### config.mk
export PLATFORM = sky130hd
export DESIGN_NAME = hs_pacer
export DESIGN_NICKNAME = d
export VERILOG_FILES = /design/src/rtl/hs_pkg.sv /design/src/rtl/hs_sync.sv /design/src/rtl/hs_fsm.sv /design/src/rtl/hs_out.sv /design/src/rtl/hs_pacer.sv
export SDC_FILE = /design/constraint.sdc
export NUM_CORES = 1
export LEC_CHECK = 0
export BUFFER_PORTS_ARGS = -buffer_cell sky130_fd_sc_hd__buf_2
export CAP_MARGIN = 40
export CORE_AREA = 2 2 39 41
export DETAILED_ROUTE_END_ITERATION = 8
export DIE_AREA = 0 0 41 43
export PLACE_DENSITY = 0.47
export SLEW_MARGIN = 10
export SYNTH_ARGS = -nofsm -noshare
export SYNTH_HDL_FRONTEND = slang
export SYNTH_SLANG_ARGS = --single-unit
export TNS_END_PERCENT = 50
### constraint.sdc
create_clock -name clk -period 1.08 [get_ports clk]
set_clock_uncertainty 0.05 [all_clocks]
set_input_delay 0.054 -clock clk [delete_from_list [all_inputs] [get_ports clk]]
set_output_delay 0.054 -clock clk [all_outputs]
set_load 0.02 [all_outputs]
### src/rtl/hs_pkg.sv
`timescale 1ns/1ps
package hs_pkg;
    typedef enum logic [1:0] {
        ST_IDLE   = 2'd0,
        ST_CMD    = 2'd1,
        ST_WLOW   = 2'd2,
        ST_WHIGH  = 2'd3
    } hs_state_e;

    localparam int unsigned DEF_SYNC_STAGES = 2;

    function automatic logic in_exchange(input hs_state_e s);
        return s != ST_IDLE;
    endfunction

    function automatic logic past_command(input hs_state_e s);
        return (s == ST_WLOW) || (s == ST_WHIGH);
    endfunction
endpackage

### src/rtl/hs_sync.sv
`timescale 1ns/1ps
module hs_sync #(
    parameter int unsigned STAGES = 2
) (
    input  logic clk,
    input  logic rst,
    input  logic d_i,
    output logic q_o
);
    logic [STAGES-1:0] chain_q;

    generate
        if (STAGES == 1) begin : g_single
            always_ff @(posedge clk) begin
                if (rst) chain_q <= '0;
                else     chain_q <= d_i;
            end
        end else begin : g_multi
            always_ff @(posedge clk) begin
                if (rst) chain_q <= '0;
                else     chain_q <= {chain_q[STAGES-2:0], d_i};
            end
        end
    endgenerate

    assign q_o = chain_q[STAGES-1];
endmodule

### src/rtl/hs_fsm.sv
`timescale 1ns/1ps
module hs_fsm
    import hs_pkg::*;
(
    input  logic      clk,
    input  logic      rst,
    input  logic      hs_en,
    input  logic      pat_rdy,
    input  logic      flag_s,
    output hs_state_e state_o,
    output logic      step_o
);
    hs_state_e state_q, state_d;
    logic      step_d;

    always_comb begin
        state_d = state_q;
        step_d  = 1'b0;
        if (!hs_en) begin
            state_d = ST_IDLE;
        end else begin
            unique case (state_q)
                ST_IDLE:  if (pat_rdy) state_d = ST_CMD;
                ST_CMD:   if (flag_s)  state_d = ST_WLOW;
                ST_WLOW:  if (!flag_s) state_d = ST_WHIGH;
                ST_WHIGH: if (flag_s) begin
                    state_d = ST_IDLE;
                    step_d  = 1'b1;
                end
                default:  state_d = ST_IDLE;
            endcase
        end
    end

    always_ff @(posedge clk) begin
        if (rst) begin
            state_q <= ST_IDLE;
            step_o  <= 1'b0;
        end else begin
            state_q <= state_d;
            step_o  <= step_d;
        end
    end

    assign state_o = state_q;
endmodule

### src/rtl/hs_out.sv
`timescale 1ns/1ps
module hs_out
    import hs_pkg::*;
(
    input  logic      hs_en,
    input  logic      pat_rdy,
    input  hs_state_e state_i,
    input  logic      step_i,
    output logic      cmd_o,
    output logic      adv_o,
    output logic      busy_o,
    output logic      clk_gate_o
);
    always_comb begin
        cmd_o  = (state_i == ST_CMD);
        busy_o = in_exchange(state_i);
        if (hs_en) begin
            adv_o      = step_i;
            clk_gate_o = step_i;
        end else begin
            adv_o      = pat_rdy;
            clk_gate_o = 1'b1;
        end
    end
endmodule

### src/rtl/hs_pacer.sv
`timescale 1ns/1ps
module hs_pacer
    import hs_pkg::*;
#(
    parameter int unsigned SYNC_STAGES = DEF_SYNC_STAGES
) (
    input  logic clk,
    input  logic rst,
    input  logic hs_en,
    input  logic pat_rdy,
    input  logic ext_flag,
    output logic cmd_o,
    output logic adv_o,
    output logic busy_o,
    output logic clk_gate_o
);
    logic      flag_s;
    hs_state_e state;
    logic      step;

    hs_sync #(.STAGES(SYNC_STAGES)) u_sync (
        .clk (clk),
        .rst (rst),
        .d_i (ext_flag),
        .q_o (flag_s)
    );

    hs_fsm u_fsm (
        .clk     (clk),
        .rst     (rst),
        .hs_en   (hs_en),
        .pat_rdy (pat_rdy),
        .flag_s  (flag_s),
        .state_o (state),
        .step_o  (step)
    );

    hs_out u_out (
        .hs_en      (hs_en),
        .pat_rdy    (pat_rdy),
        .state_i    (state),
        .step_i     (step),
        .cmd_o      (cmd_o),
        .adv_o      (adv_o),
        .busy_o     (busy_o),
        .clk_gate_o (clk_gate_o)
    );
endmodule

==> results of run 1 <==
-- cell usage in the layout, fill, tap and decap left out --
cell type and instances:
sky130_fd_sc_hd__buf_2 7, sky130_fd_sc_hd__inv_4 3, sky130_fd_sc_hd__nand2_1 3, sky130_fd_sc_hd__ha_4 3, sky130_fd_sc_hd__clkbuf_4 3, sky130_fd_sc_hd__dfxtp_1 3, sky130_fd_sc_hd__nor2b_1 2, sky130_fd_sc_hd__mux2i_1 2
sky130_fd_sc_hd__dlygate4sd3_1 2, sky130_fd_sc_hd__dfxtp_4 2, sky130_fd_sc_hd__nand2b_1 1, sky130_fd_sc_hd__mux2_2 1, sky130_fd_sc_hd__nor2b_4 1, sky130_fd_sc_hd__and3_1 1, sky130_fd_sc_hd__o21ai_0 1, sky130_fd_sc_hd__nor2_4 1
sky130_fd_sc_hd__nand2_2 1, sky130_fd_sc_hd__o221ai_4 1, sky130_fd_sc_hd__ha_2 1, sky130_fd_sc_hd__clkbuf_1 1, sky130_fd_sc_hd__buf_4 1
-- synthesized netlist by cell type --
master / n
sky130_fd_sc_hd__o21ai_0: 1
sky130_fd_sc_hd__nand2b_1: 1
sky130_fd_sc_hd__mux2i_1: 2
sky130_fd_sc_hd__and3_1: 1
sky130_fd_sc_hd__nor2_2: 1
sky130_fd_sc_hd__nor2b_1: 2
sky130_fd_sc_hd__ha_1: 4
sky130_fd_sc_hd__o221ai_2: 1
sky130_fd_sc_hd__inv_1: 2
sky130_fd_sc_hd__dfxtp_1: 5
sky130_fd_sc_hd__nand2_1: 4
sky130_fd_sc_hd__inv_2: 1
sky130_fd_sc_hd__mux2_2: 1
sky130_fd_sc_hd__nor2b_4: 1
-- path summary, 6_finish.rpt --
path	cells past startpoint	start	end	slack [ns]
max	5	u_fsm.state_o[0]	u_fsm.state_o[0]	-0.09
min	4	hs_en	u_fsm.state_o[1]	0.16
max reg2reg	5	u_fsm.state_o[0]	u_fsm.state_o[0]	-0.09
min reg2reg	1	u_sync.chain_q[0]	u_sync.chain_q[1]	0.38
-- metrics by stage --
stage | total power, mW | instance area [um2] | hold slack, ns | util
5_1_grt | 0.569 | 455 | 0.181 | 0.329
2_1_floorplan | 0.281 | 324 | 0.0756 | -
6_report | 0.541 | 455 | 0.160 | 0.329
3_3_place_gp | 0.306 | 384 | 0.219 | 0.278
4_1_cts | 0.563 | 453 | 0.155 | 0.327
3_5_place_dp | 0.309 | 384 | 0.218 | 0.278
-- report_power, final --
part / total (mW) / leakage (nW) / internal (mW) / switching (mW)
sequential: 0.203 / 0.0424 / 0.191 / 0.0122
combinational: 0.111 / 0.133 / 0.0577 / 0.0536
clock: 0.227 / 0.0150 / 0.140 / 0.0867
-- cell families after synthesis --
kind of cell | Yosys count | synth area share
and+or+nand+nor | 10 | 0.220
buffers and inverters | 3 | 0.0413
DFF | 5 | 0.367
AOI/OAI and AO/OA | 2 | 0.0734
muxes | 3 | 0.115
adders and majority gates | 4 | 0.183
-- worst min-delay path: cells and delay by family --
| kind | cells | cell delay, ns |
|---|---|---|
| multiplexers | 1 | 0.06 |
| buffers and inverters | 1 | 0.11 |
| AND/OR/NAND/NOR | 2 | 0.19 |
-- flip-flops by register name (all words and copies together), names as in the netlist --
name            cells
u_sync.chain_q      2
u_fsm.state_o       2
u_fsm.step_o        1
-- routing by layer --
layer,GRT usage,vias to the layer above,share of wire
li1,-,121,-
met1,0.0799,111,0.34
met4,0.120,0,0.040
met2,0.131,8,0.57
met3,0,3,0.054
met5,0,-,0
-- final cells by class --
class                           count  area (um2)  share of cell area
Multi-Input combinational cell     19         220               0.484
Timing Repair Buffer               10        62.6               0.137
Clock buffer                        4        26.3              0.0577
Sequential cell                     5         108               0.236
Tap cell                           16        20.0              0.0440
Inverter                            3        18.8              0.0412
-- repair_timing --
action,in CTS,in global routing
buffers inserted,0,0
resized for setup,6,1
setup endpoints to repair,4,4
hold buffers,2,0
endpoints found under the hold margin,2,0
==> run summary, run 1 <==
The signal on the critical path passes through inv_4, ha_4, inv_4, o221ai_4, mux2i_1. Setup violations remaining at the end of the flow were counted as 4. At the pin with the least slew margin, the transition time is 0.204 ns.

The tool flagged a number of max-cap violations equal to 0. The part of the Yosys area used for sequential elements is 0.367, and the fraction of final layout cells with drive strength greater than 1 is 0.610. The number of unique standard cell types used by synthesis was 14; the mean routed wirelength per cell was 9.75 um. The path class of the tightest hold or removal check is primary input to flop.

TritonCTS built the clock tree. The first global-routing pass estimated 945 um of wire. The tools report the total global routing track utilization as 0.0852. For this design, the slowest cell found on the critical path is sky130_fd_sc_hd__dfxtp_4. The routed layout has 243 vias. In this run the remaining antenna-violating nets after routing total 0. The worst setup path is captured at a flop.

The number of nets in the synthesized netlist is 36. Among the stages of the critical path, the cell type that occurs most often is sky130_fd_sc_hd__inv_4. For this run, the top clock speed supported by timing is 854 MHz. TritonCTS created 3 clock buffers. The accumulated negative setup slack is -0.256 ns. The flow ran to the end, but the final reports show violations. The initial antenna violation count is 0.

The final reports fail on negative setup slack. The initial core utilization was 0.197; the longest individual stage delay on the worst path was 0.37 ns. In this run, placement finished with an instance count of 51. For the final count of pins violating max slew, the log shows 0. For the worst setup path, the data arrival time is 1.29 ns. The count of cells in the finished layout, fillers not included, comes to 57. The number of antenna repair diodes came out at 0.

The period utilization was 1.08. Clock latency on the worst-skew pair, taken at its later pin, is 0.25 ns. During synthesis, Yosys emitted a total of 0 warnings. Synthesis produced 27 cells. The maximum number of buffers from clock root to sink is 2, and the worst path required time is 1.19 ns. Setup repair after global routing could not meet its margin everywhere. Share of Yosys cell area claimed by the top area cell type: 0.367. The x dimension of the die is 41 um.

Synthesis inferred 5 register bits. Relative to the synthesized area, the layout overhead comes to 67.0%. Global routing finished with a remaining overflow of 0. The number of failing hold endpoints at the final stage was 0; the leakage power was 0.190 nW.

The I/O pin count was 9; the first-iteration detailed-routing DRC count was 1. The worst-case IR drop observed on VDD is 0.000326 V. The number of buffers and inverters on the critical path is 2. For this run, the post-layout net count is 51. Dividing total power by cell area gives a power density of 1190 nW/um2. For the worst setup margin, the log shows -0.0914 ns. The largest fanout on the critical path works out to 4. The run gives 1 as the number of levels the H-tree was split into. For the number of global-route vias before repair, the log shows 242. The worst setup path is launched from a flop.

The die covers 1760 um2. The congestion estimate from routability-driven global placement came to 0.590. The tools report the first-pass iteration count of the detailed router as 4. Counting the fill cells in the layout gives 146. The die is 43 um tall.

The critical path in this run is classified as flop to flop. The total of buffers placed on input and output ports is 8, and the maximum number of pins on one net before global-route repair is 6. The logs give 5 for the number of clock sinks seen by CTS and -0.0721 ns for the post-placement setup slack.

The clock period minus worst slack works out to 1.17 ns. The tools report the remaining max-slew budget at the tightest pin as 0.864. A synthesized cell averages 10.1 um2.

The routed design has 556 um of wire. The root cell of the clock tree is sky130_fd_sc_hd__clkbuf_4. In the post-synthesis netlist, the biggest area contributors are sky130_fd_sc_hd__dfxtp_1 37%, sky130_fd_sc_hd__ha_1 18%, sky130_fd_sc_hd__mux2i_1 7.3%, sky130_fd_sc_hd__nand2_1 5.5%, sky130_fd_sc_hd__o221ai_2 5.5%. After clock tree synthesis, the clock-pin slew on the worst setup and hold paths is 0.05 ns. In the routed layout, each cell is associated on average with a via count of 4.26.

Gate family responsible for the most delay along the worst path: flip-flops. The floorplan step defined a core boundary enclosing 1380 um2. For this run, design rule violations remaining after detail routing come to 0. In this run the core area contains 14 standard-cell rows. The synthesized netlist occupies a cell area of 273 um2.

The largest total area in the synthesized netlist belongs to sky130_fd_sc_hd__dfxtp_1.
(Power assumes the default switching activity.)
==> run 2, diff against run 1 <==
--- a/config.mk
+++ b/config.mk
@@ -10,6 +10,7 @@
 export CORE_AREA = 2 2 39 41
 export DETAILED_ROUTE_END_ITERATION = 8
 export DIE_AREA = 0 0 41 43
+export GPL_TIMING_DRIVEN = 0
 export PLACE_DENSITY = 0.47
 export SLEW_MARGIN = 10
 export SYNTH_ARGS = -nofsm -noshare
==> run summary, run 2 (synthesis gave the netlist of run 1 again) <==
The number of DRC violations after detailed routing is 0 (unchanged), and the mean routed wirelength per cell is 8.93 um (-8.5%). The logs give 875 MHz (+2.5%) for the maximum frequency from static timing analysis and -0.0632 ns (+0.0282 ns) for the worst setup margin. Number of global-route vias before repair: 243 (+0.41%). Kind of start point of the critical path: a flop. The library cells used most frequently in the layout, excluding fill and tap cells, are 5 x sky130_fd_sc_hd__buf_2, 4 x sky130_fd_sc_hd__nand2_1.

The logs give 6 (unchanged) for the maximum number of pins on one net before global-route repair and 509 um (-8.5%) for the overall routed net length. The overall via count from detail_route is 223 (-8.2%), and the accumulated negative setup slack is -0.167 ns (+0.0886 ns). Counting stages on the worst path, the most repeated cell is sky130_fd_sc_hd__inv_4. The tools report the maximum number of buffers from clock root to sink as 2 (unchanged). STA classifies the critical path endpoint as a flop. The final count of pins violating max slew was 0 (unchanged); the max-capacitance violation count was 0 (unchanged). The number of clock sinks seen by CTS is 5 (unchanged), and the utilization after layout is 0.339 (+0.00995). The placer congestion estimate is 0.676 (+15%), and the remaining antenna violation count is 0 (unchanged). Initial antenna violation count: 0 (unchanged).

The commonest non-fill, non-tap cell in the layout was sky130_fd_sc_hd__buf_2. Area growth from synthesis to final layout: 72.0%. The tools report the power after layout as 544 uW (+0.52%).

The x dimension of the die works out to 41 um (unchanged). Walking the worst path, the cells encountered are inv_4, ha_4, inv_4, o221ai_4, mux2i_1. Largest fanout on the critical path: 4 (unchanged).

The vertical die dimension is 43 um (unchanged), and the worst hold slack is 0.157 ns (-0.00249 ns). The longest individual stage delay on the worst path is 0.37 ns (about the same), and the transition at the pin with the smallest max-transition slack is 0.204 ns (+0.000702 ns). The worst path required time was 1.20 ns (about the same).

The checks that failed: negative setup slack. The I/O pin count was 9 (unchanged); the total of buffers placed on input and output ports was 8 (unchanged). The core region area was 1380 um2 (unchanged); the number of post-CTS setup repair buffers was 0 (unchanged). The run finished, with violations left. The category of the critical setup timing path is flop to flop. The tightest min-delay check is of the primary input to flop type. The critical path arrival is 1.26 ns (-0.03 ns). The overflow left after global routing was 0 (unchanged); the period utilization was 1.06 (-0.0261).

The leakage power came out at 0.192 nW (+1.2%). Summed over all nets, the half-perimeter wirelength after detailed placement is 396 um. The count of standard-cell rows was 14 (unchanged). The die outline area was 1760 um2 (unchanged); the total CTS buffers was 3 (unchanged). The wire length of the first global-routing pass is 903 um (-4.4%). The ratio of routed vias to standard cells is 3.91 (-8.2%). Clock period minus worst slack: 1.14 ns (-0.0282 ns).

Number of levels the H-tree was split into: 1 (unchanged). The number of fill cells was 144 (-1.4%); the total power divided by cell area was 1160 nW/um2 (-2.4%). TritonCTS built the clock tree. Setup repair after global routing could not meet its margin everywhere.

The first-pass iteration count of the detailed router came out at 2 (-2). Among all stages on the critical path, the largest delay is contributed by sky130_fd_sc_hd__dfxtp_4. The post-placement setup slack was -0.0766 ns (-0.00456 ns); the fraction of final layout cells with drive strength greater than 1 was 0.585 (-0.0244). The logs give 0.24 ns (about the same) for the clock network latency to the later pin of the worst-skew pair and 3 (-1) for the number of endpoints failing setup at the final stage. The run gives 51 (unchanged) as the post-layout net count.

The tree is rooted in a sky130_fd_sc_hd__clkbuf_4. The total global routing track utilization was 0.0792 (-0.00593); the number of failing hold endpoints at the final stage was 0 (unchanged). The logs give 0.000226 V (-31%) for the peak supply drop and 0.864 (about the same) for the remaining max-slew budget at the tightest pin. The run gives 0.197 (unchanged) as the initial core utilization.

The first-iteration detailed-routing DRC count was 2 (+1); the number of antenna repair diodes was 0 (unchanged). The clock-pin slew of the registers on the worst-case setup and hold paths works out to 0.05 ns (about the same).
## run 2: cell counts in the layout (fill, tap and decap cells not counted)
No cell type changed its count.
## run 2: critical path: cells and delay by family, from the launching register on
kind | cells | cell delay (ns)
DFF | 1 | 0.37
muxes | 1 | 0.20
AOI/OAI and AO/OA | 1 | 0.19
adders and majority gates | 1 | 0.14
buffers and inverters | 2 | 0.11
## run 2: final timing paths
kind | from | slack [ns] | endpoint | depth (start not counted)
max | u_fsm.state_o[0] | -0.06 | u_fsm.state_o[1] | 5
min | hs_en | 0.16 | u_fsm.state_o[1] | 4
max reg2reg | u_fsm.state_o[0] | -0.06 | u_fsm.state_o[1] | 5
min reg2reg | u_sync.chain_q[0] | 0.39 | u_sync.chain_q[1] | 1
## run 2: per-stage QoR
stage                     cells  instance area [um2]
after floorplan              27                  324
after global placement       51                  384
after detailed placement     51                  384
after CTS                    57                  463
after global routing         57                  469
final                        57                  469
## run 2: layer usage
| layer | share of wire | track usage |
|---|---|---|
| met5 | 0 | 0 |
| met4 | 0.035 | 0.100 |
| met3 | 0.047 | 0 |
| met2 | 0.59 | 0.134 |
| met1 | 0.33 | 0.0673 |
## run 2: timing repair
| action | in CTS | in global routing |
|---|---|---|
| hold buffers | 2 | 0 |
| setup endpoints to repair | 4 | 5 |
| resized for setup | 9 | 2 |
| hold endpoints to repair | 2 | 0 |
## run 2: final cells by class
type,instances,area (um2),share of cell area
inverter,3,18.8,0.0400
multi-input combinational,19,218,0.464
clock buffer,4,26.3,0.0560
timing repair buffer,10,78.8,0.168
sequential,5,108,0.229
tap,16,20.0,0.0427
## run 2: power by group
group	internal [mW]	switching, mW	leakage [nW]
clock network	0.140	0.0790	0.0150
registers	0.191	0.0122	0.0424
logic	0.0668	0.0554	0.135
total	0.397	0.147	0.192
==> run 3, diff against run 2 <==
--- a/config.mk
+++ b/config.mk
@@ -11,7 +11,7 @@
 export DETAILED_ROUTE_END_ITERATION = 8
 export DIE_AREA = 0 0 41 43
 export GPL_TIMING_DRIVEN = 0
-export PLACE_DENSITY = 0.47
+export PLACE_DENSITY = 0.46
 export SLEW_MARGIN = 10
 export SYNTH_ARGS = -nofsm -noshare
 export SYNTH_HDL_FRONTEND = slang
==> constraint.sdc (replaced) <==
create_clock -name clk -period 1.1 [get_ports clk]
set_clock_uncertainty 0.05 [all_clocks]
set_input_delay 0.055 -clock clk [delete_from_list [all_inputs] [get_ports clk]]
set_output_delay 0.055 -clock clk [all_outputs]
set_load 0.02 [all_outputs]
==> run summary, run 3 (synthesis gave the netlist of run 1 again) <==
The flow ran to the end, but the final reports show violations. The checks that failed: negative setup slack. The run gives 0.197 (unchanged) as the initial core utilization. The mean routed wirelength per cell is 9.44 um (+5.7%), and the vertical die dimension is 43 um (unchanged).

The count of non-filler cells in the finished layout was 57 (unchanged). The run gives 5 (unchanged) as the number of clock sinks seen by CTS. The first-pass iteration count of the detailed router is 2 (unchanged), and the total of buffers placed on input and output ports is 8 (unchanged). The number of antenna repair diodes came out at 0 (unchanged). The run gives -0.06 ns (about the same) as the internal reg-to-reg setup slack. Overall routed net length: 538 um (+5.7%). Number of levels the H-tree was split into: 1 (unchanged). The leakage power is 0.190 nW (-1.1%), and the transition at the pin with the smallest max-transition slack is 0.209 ns (+0.00510 ns). The die outline area was 1760 um2 (unchanged); the fraction of final layout cells with drive strength greater than 1 was 0.585 (unchanged).

For this design, the slowest cell found on the critical path is sky130_fd_sc_hd__dfxtp_4. The core region area is 1380 um2 (unchanged), and the power after layout is 519 uW (-4.7%). Setup repair after global routing could not meet its margin everywhere. The number of endpoints failing setup at the final stage is 3 (unchanged). The remaining max-slew budget at the tightest pin came out at 0.860 (-0.00340). Number of global-route vias before repair: 251 (+3.3%).

The total power divided by cell area was 1170 nW/um2 (+1.3%); the period utilization was 1.06 (-0.00140). The maximum number of buffers from clock root to sink was 2 (unchanged); the longest individual stage delay on the worst path was 0.37 ns (about the same). The number of fill cells was 152 (+5.6%).

The clock period minus worst slack came out at 1.16 ns (+0.0196 ns). The capturing element type of the critical path is a flop. For the number of cells in the design after placement, the log shows 51 (unchanged). The worst setup path is launched from a flop. The overflow left after global routing came out at 0 (unchanged). The library cells used most frequently in the layout, excluding fill and tap cells, are 7 x sky130_fd_sc_hd__buf_2, 3 x sky130_fd_sc_hd__nand2_1, 3 x sky130_fd_sc_hd__clkbuf_4, 3 x sky130_fd_sc_hd__dfxtp_1. Post-placement setup slack: -0.0638 ns (+0.0129 ns). The wire length of the first global-routing pass was 869 um (-3.8%). The maximum frequency from static timing analysis was 860 MHz (-1.7%); the maximum number of pins on one net before global-route repair was 6 (unchanged). The clock-pin slew of the registers on the worst-case setup and hold paths came out at 0.04 ns (about the same). The critical path arrival came out at 1.27 ns (about the same).

The tools report the placer congestion estimate as 0.620 (-8.3%). The I/O pin count came out at 9 (unchanged). Among cell families on the critical path, the largest total delay comes from flip-flops. The number of buffers and inverters on the critical path works out to 0 (-2). For the first-iteration detailed-routing DRC count, the log shows 1 (-1).

Class of the worst hold path: primary input to flop. The number of failing hold endpoints at the final stage is 0 (unchanged), and the ratio of routed vias to standard cells is 4.00 (+2.2%). The logs give 460 um (+16%) for the half-perimeter wire length after detailed placement and 14 (unchanged) for the count of standard-cell rows. Relative to the synthesized area, the layout overhead comes to 61.9%. For the final count of pins violating max slew, the log shows 0 (unchanged). TritonCTS built the clock tree. The cell sitting at the root of the clock tree is a sky130_fd_sc_hd__clkbuf_4. For the worst path required time, the log shows 1.21 ns (about the same). The tools report the remaining antenna violation count as 0 (unchanged). The total global routing track utilization came out at 0.0731 (-0.00616). The max-capacitance violation count is 0 (unchanged), and the largest fanout on the critical path is 4 (unchanged).

The tools report the worst setup margin as -0.0628 ns (+0.000367 ns). The clock network latency to the later pin of the worst-skew pair was 0.24 ns (about the same); the overall via count from detail_route was 228 (+2.2%). The x dimension of the die was 41 um (unchanged); the number of DRC violations after detailed routing was 0 (unchanged).

Leaving out fill and tap cells, the most frequent cell in the layout is sky130_fd_sc_hd__buf_2. The total CTS buffers came out at 3 (unchanged). The initial antenna violation count was 0 (unchanged). The critical path in this run is classified as flop to flop. The post-layout net count was 51 (unchanged); the peak supply drop was 0.000222 V (-1.4%). Walking the worst path, the cells encountered are ha_2, nor2_4, o221ai_4, mux2i_1.
run 3: cell count changes in the layout (fill, tap and decap cells not counted):
cell / change
sky130_fd_sc_hd__inv_4: -2
sky130_fd_sc_hd__ha_4: -1
sky130_fd_sc_hd__nand2_2: +1
sky130_fd_sc_hd__ha_1: +1
sky130_fd_sc_hd__buf_2: +2
sky130_fd_sc_hd__inv_2: +2
sky130_fd_sc_hd__nand2_1: -1
sky130_fd_sc_hd__buf_6: -2
run 3: path summary, 6_finish.rpt:
path,from,to,depth (start not counted)
max,u_fsm.state_o[0],u_fsm.state_o[0],4
min,hs_en,u_fsm.state_o[1],4
max reg2reg,u_fsm.state_o[0],u_fsm.state_o[0],4
min reg2reg,u_sync.chain_q[0],u_sync.chain_q[1],1
run 3: layout make-up:
| cell class | instances | area (um2) | share of cell area |
|---|---|---|---|
| multi-input cells | 19 | 208 | 0.470 |
| flip-flops and latches | 5 | 108 | 0.244 |
| repair buffers | 10 | 66.3 | 0.150 |
| clock buffers | 4 | 26.3 | 0.0595 |
| well taps | 16 | 20.0 | 0.0453 |
| inverters | 3 | 13.8 | 0.0312 |
run 3: metrics by stage:
stage	utilization	area (um2)	TNS, ns	hold WS [ns]
after CTS	0.313	433	-0.179	0.171
final	0.319	442	-0.150	0.167
after global placement	0.278	384	-0.0620	0.215
after detailed placement	0.278	384	-0.124	0.231
after floorplan	-	324	-0.00119	0.0766
after global routing	0.319	442	-0.304	0.174
run 3: timing repair:
item	in CTS	in global routing
hold buffers	2	0
buffers inserted	0	0
endpoints found under the hold margin	2	0
resized for setup	1	3
endpoints found under the setup margin	3	4
run 3: where the power goes:
group / internal (mW) / switching, mW
sequential: 0.187 / 0.00938
combinational: 0.0582 / 0.0539
clock: 0.137 / 0.0729
run 3: worst register-to-register path, delay by kind of cell, from the launching register on:
family / cells / cell delay [ns]
multiplexers: 1 / 0.21
AO/OA/AOI/OAI: 1 / 0.19
flip-flops: 1 / 0.37
adder cells (fa/ha/maj): 1 / 0.21
AND/OR/NAND/NOR: 1 / 0.05
run 3: per-layer routing:
metal,track usage,vias to the layer above,routed length (um)
met4,0.0600,0,0
met3,0.0157,0,13
met2,0.138,5,340
met5,0,-,0
li1,-,116,-
met1,0.0541,107,184
